[src/rtl/mgh_pkg.sv]
package mgh_pkg;
  typedef enum logic [1:0] {
    OP_NONE  = 2'd0,
    OP_WORD  = 2'd1,
    OP_FILL  = 2'd2,
    OP_CLEAR = 2'd3
  } tbl_op_e;

  function automatic tbl_op_e pick_op(input logic clear, input logic fill,
                                      input logic wr);
    if (clear)     return OP_CLEAR;
    else if (fill) return OP_FILL;
    else if (wr)   return OP_WORD;
    return OP_NONE;
  endfunction
endpackage

[src/rtl/mgh_table.sv]
module mgh_table
  import mgh_pkg::*;
#(
  parameter int WORD_W = 32
) (
  input  logic                  clk_i,
  input  logic                  rst_ni,
  input  logic                  wr_lo_i,
  input  logic                  wr_hi_i,
  input  logic [WORD_W-1:0]     wdata_i,
  input  logic                  clear_i,
  input  logic                  fill_i,
  output logic [2*WORD_W-1:0]   tbl_o
);
  localparam int NWORDS = 2;
  localparam logic [WORD_W-1:0] TOP_BIT = {1'b1, {(WORD_W-1){1'b0}}};

  for (genvar w = 0; w < NWORDS; w++) begin : g_word
    localparam logic [WORD_W-1:0] CLR_VAL = (w == NWORDS-1) ? TOP_BIT : '0;
    logic        wr;
    tbl_op_e     op;
    logic [WORD_W-1:0] q;

    assign wr = (w == 0) ? wr_lo_i : wr_hi_i;
    assign op = pick_op(clear_i, fill_i, wr);

    always_ff @(posedge clk_i or negedge rst_ni) begin
      if (!rst_ni) q <= CLR_VAL;
      else begin
        unique case (op)
          OP_CLEAR: q <= CLR_VAL;
          OP_FILL:  q <= '1;
          OP_WORD:  q <= wdata_i;
          default:  q <= q;
        endcase
      end
    end

    assign tbl_o[w*WORD_W +: WORD_W] = q;
  end
endmodule

[src/rtl/mgh_classify.sv]
module mgh_classify #(
  parameter int ADDR_W = 48,
  parameter int TBL_W  = 64
) (
  input  logic [ADDR_W-1:0] da_i,
  input  logic [ADDR_W-1:0] sta_i,
  input  logic [TBL_W-1:0]  tbl_i,
  output logic              hit_o
);
  localparam int IDX_W = $clog2(TBL_W);

  logic             is_group;
  logic [IDX_W-1:0] idx;

  assign is_group = da_i[0];
  assign idx      = da_i[ADDR_W-1 -: IDX_W];

  always_comb begin
    if (is_group) hit_o = tbl_i[idx];
    else          hit_o = (da_i == sta_i);
  end
endmodule

[src/rtl/mgh_decide.sv]
module mgh_decide (
  input  logic clk_i,
  input  logic rst_ni,
  input  logic vld_i,
  input  logic hit_i,
  output logic pass_o,
  output logic vld_o
);
  always_ff @(posedge clk_i or negedge rst_ni) begin
    if (!rst_ni) begin
      pass_o <= 1'b0;
      vld_o  <= 1'b0;
    end else begin
      pass_o <= vld_i & hit_i;
      vld_o  <= vld_i;
    end
  end
endmodule

[src/rtl/mgh_filter.sv]
module mgh_filter #(
  parameter int ADDR_W = 48,
  parameter int WORD_W = 32
) (
  input  logic              clk_i,
  input  logic              rst_ni,
  input  logic              tbl_wr_lo_i,
  input  logic              tbl_wr_hi_i,
  input  logic [WORD_W-1:0] tbl_wdata_i,
  input  logic              tbl_clear_i,
  input  logic              tbl_fill_i,
  input  logic [ADDR_W-1:0] sta_addr_i,
  input  logic [ADDR_W-1:0] da_i,
  input  logic              da_valid_i,
  output logic              pass_o,
  output logic              pass_valid_o
);
  localparam int TBL_W = 2 * WORD_W;

  logic [TBL_W-1:0] tbl_q;
  logic             hit;

  mgh_table #(.WORD_W(WORD_W)) u_table (
    .clk_i   (clk_i),
    .rst_ni  (rst_ni),
    .wr_lo_i (tbl_wr_lo_i),
    .wr_hi_i (tbl_wr_hi_i),
    .wdata_i (tbl_wdata_i),
    .clear_i (tbl_clear_i),
    .fill_i  (tbl_fill_i),
    .tbl_o   (tbl_q)
  );

  mgh_classify #(.ADDR_W(ADDR_W), .TBL_W(TBL_W)) u_classify (
    .da_i  (da_i),
    .sta_i (sta_addr_i),
    .tbl_i (tbl_q),
    .hit_o (hit)
  );

  mgh_decide u_decide (
    .clk_i  (clk_i),
    .rst_ni (rst_ni),
    .vld_i  (da_valid_i),
    .hit_i  (hit),
    .pass_o (pass_o),
    .vld_o  (pass_valid_o)
  );
endmodule

[config.mk]
export PLATFORM = sky130hd
export DESIGN_NAME = mgh_filter
export DESIGN_NICKNAME = d
export VERILOG_FILES = /design/src/rtl/mgh_pkg.sv /design/src/rtl/mgh_table.sv /design/src/rtl/mgh_classify.sv /design/src/rtl/mgh_decide.sv /design/src/rtl/mgh_filter.sv
export SDC_FILE = /design/constraint.sdc
export NUM_CORES = 1
export LEC_CHECK = 0
export BUFFER_PORTS_ARGS = -buffer_cell sky130_fd_sc_hd__buf_2
export CORE_ASPECT_RATIO = 1.4
export CORE_MARGIN = 5
export CORE_UTILIZATION = 55
export CTS_CLUSTER_DIAMETER = 120
export CTS_CLUSTER_SIZE = 24
export DETAILED_ROUTE_END_ITERATION = 10
export PLACE_DENSITY = 0.95
export SYNTH_ARGS = -nofsm -noshare
export SYNTH_HDL_FRONTEND = slang
export SYNTH_SLANG_ARGS = --single-unit
[constraint.sdc]
create_clock -name clk_i -period 3.65 [get_ports clk_i]
set_input_delay 0.365 -clock clk_i [delete_from_list [all_inputs] [get_ports clk_i]]
set_output_delay 0.365 -clock clk_i [all_outputs]
set_load 0.005 [all_outputs]
==> flow_summary.toml <==
[clocking]
h-tree-depth = 3
post_cts_resized = 0
clk_transition_reported_paths_ps = 70
cts_tree = "built"
clk_latency_ps = 330
clockRootBuffer = "clkbuf_8"
postCtsSetupRepairBufs = 0
cts-buffers-inserted = 9
clkSinkCount = 66
cts_buffer_depth = 2
postCtsHoldBufs = 0

[drt]
ant_nets = 0
wire_per_inst_um = 18.0
vias = 3541
drc = 0
firstDrtPassIters = 4
viasPerCell = 5.78
routed_wl_mm = 11.0
drt_iter0_markers = 378

[power]
p_leak_nw = 2.12
ir_drop_uv = 287
power_density_nw_per_um2 = 356

[yosys]
yosys.cell_count.top_type = "nor2_1"
syn_nets = 535
synth_top_cell_area_share = 0.407
avgSynthCellArea_um2 = 9.99
ys_ff_latch = 66
yosysUniqueCellTypes = 32
synth_common_cells = "nor2_1, dfrtp_1, a211oi_1, nor2b_1, xnor2_1"
ys_top_cells_by_area = "dfrtp_1, a211oi_1, xnor2_1, nor2b_1, nor2_1"
synth-seq-area-share = 0.414
yosys_warnings = 0
synthCells = 400
yosysTopAreaCell = "dfrtp_1"
synth_ff_type = "dfrtp_1"
async_reset_ff_frac = 1.00
syn_area_um2 = 4000
synth_edf_count = 0

[worst_setup_path]
required_ps = 3870
end_kind = "register"
startpoint_type = "input pin"
reg2reg_depth = 4
cp_num_buf_inv = 1
critPathMaxStageDelay_ps = 560
critPathTopFamily = "compound AO/OA/AOI/OAI gates"
crit_chain = "buf_2 -> mux4_2 -> or2b_1 -> a31o_2 -> a311oi_1 -> o31ai_1"
critPathMaxFanout = 20
critPathLaunch = "da_i[43]"
r2r-start = "u_table.g_word[1].q[17]"
cp_num_cells = 6
slowest_stage = "mux4_2"
rrSetupSlack_ps = 1800
r2r_end = "u_decide.pass_o"
crit_end = "u_decide.pass_o"
critPathArrivalTime_ps = 2160
critPathKind = "in -> reg"

[layout]
post-route-util = 0.687
syn_to_final_growth_pct = 20.9
layout.nets = 649
drive_gt1_frac = 0.315
n_antenna_cell = 0

[global_route]
grt_usage = 0.241
grt_pass1_vias = 3606
grt_pass1_wl_mm = 16.8
antenna_found_initial = 0
grt_max_degree = 65
overflow = 0

[sta]
max_freq_ghz = 0.515
hold_ws_ps = 166
period_minus_slack_ps = 1940
tightest_slew_ps = 1170
worst_slack_ps = 1710
slew_headroom = 0.223
setup-tns-final_ps = 0
hold_violations = 0
clock_skew_ps = 4.98
final-max-slew-violation-count = 0
rsz0062_at_grt = "false"
timing.final.crit_share = 0.532
final-setup-viol-count = 0

[die]
start_util = 0.569
dieHeight_um = 111
rows = 36
io_pins = 137
die_w_um = 82.0
core_um2 = 7030
dieArea_um2 = 9090

[place]
dp_slack_ps = 1330
dp_hpwl_mm = 7.99
io_buffers = 136
gp_congestion = 0.786

[run_status]
outcome = "finished clean"

[run]
maxCapViolations = 0

[worst_hold_path]
hold_class = "in -> reg"
==> cells by family (layout without fill, tap and decap cells) <==
| group | count (synthesis) | count (layout) | share of synthesized area |
|---|---|---|---|
| AO/OA/AOI/OAI | 71 | 71 | 0.135 |
| XOR/XNOR | 48 | 48 | 0.105 |
| buffers and inverters | 35 | 153 | 0.0369 |
| multiplexers | 22 | 22 | 0.107 |
| AND/OR/NAND/NOR | 158 | 158 | 0.203 |
| flip-flops | 66 | 66 | 0.414 |
==> stage by stage <==
| stage | std cells | power, W | area (um2) |
|---|---|---|---|
| after global placement | 598 | 0.00117 | 4660 |
| after global routing | 613 | 0.00179 | 4830 |
| final | 613 | 0.00172 | 4830 |
| after floorplan | 400 | 0.00104 | 4000 |
| after detailed placement | 598 | 0.00119 | 4660 |
| after CTS | 613 | 0.00173 | 4830 |
==> worst reg2reg max path, stage by stage (launching register included) <==
cell and delay [ps]:
dfrtp_1 380, mux4_1 520, mux4_2 480, a211oi_1 250
o31ai_1 100
==> worst min path at each step <==
stage / start / endpoint / cells past startpoint
2_1_floorplan: rst_ni / u_decide.pass_o / 0
3_3_place_gp: da_valid_i / u_decide.vld_o / 1
3_5_place_dp: da_valid_i / u_decide.vld_o / 1
4_1_cts: da_valid_i / u_decide.vld_o / 1
5_1_grt: da_valid_i / u_decide.vld_o / 1
6_report: da_valid_i / u_decide.vld_o / 1
==> area by class of cell <==
cell class	instances	area [um2]
flip-flops and latches	66	1650
clock inverters	3	15.0
fillers	525	2200
inverters	1	3.75
clock buffers	12	155
repair buffers	137	688
well taps	95	119
multi-input cells	299	2200
==> power breakdown <==
group | switching (W) | internal, W
logic | 0.000181 | 0.000184
registers | 0.0000311 | 0.000783
clock network | 0.000265 | 0.000277
==> cells in the final DEF (no fill, tap or decap), types with 2 or more instances in the layout <==
| cell | synthesis | final |
|---|---|---|
| a211oi_1 | 64 | 64 |
| a311oi_1 | 2 | 2 |
| nor3_1 | 2 | 2 |
| nor2b_1 | 64 | 64 |
| nor4_1 | 2 | 2 |
| clkinv_2 | 0 | 3 |
| nand2_1 | 4 | 4 |
| mux4_1 | 5 | 5 |
| mux4_2 | 10 | 10 |
| nor2_1 | 68 | 68 |
| buf_2 | 1 | 136 |
| nand4_1 | 12 | 12 |
| mux2i_1 | 7 | 7 |
| dfrtp_1 | 65 | 65 |
| clkbuf_8 | 0 | 11 |
| xnor2_1 | 47 | 47 |
==> state kept, by name (all words and copies together), names as in the netlist <==
signal	flops
u_table.g_word.q	64
u_decide.vld_o	1
u_decide.pass_o	1
==> per-layer routing <==
metal  track usage  up-vias  wire [um]
met3        0.0496       26       1040
li1              -     1641          -
met1         0.278     1687       3900
met2         0.427      187       5740
met4        0.0887        0        328
met5             0        -          0
Note: power is estimated with default switching activity, not from simulation.
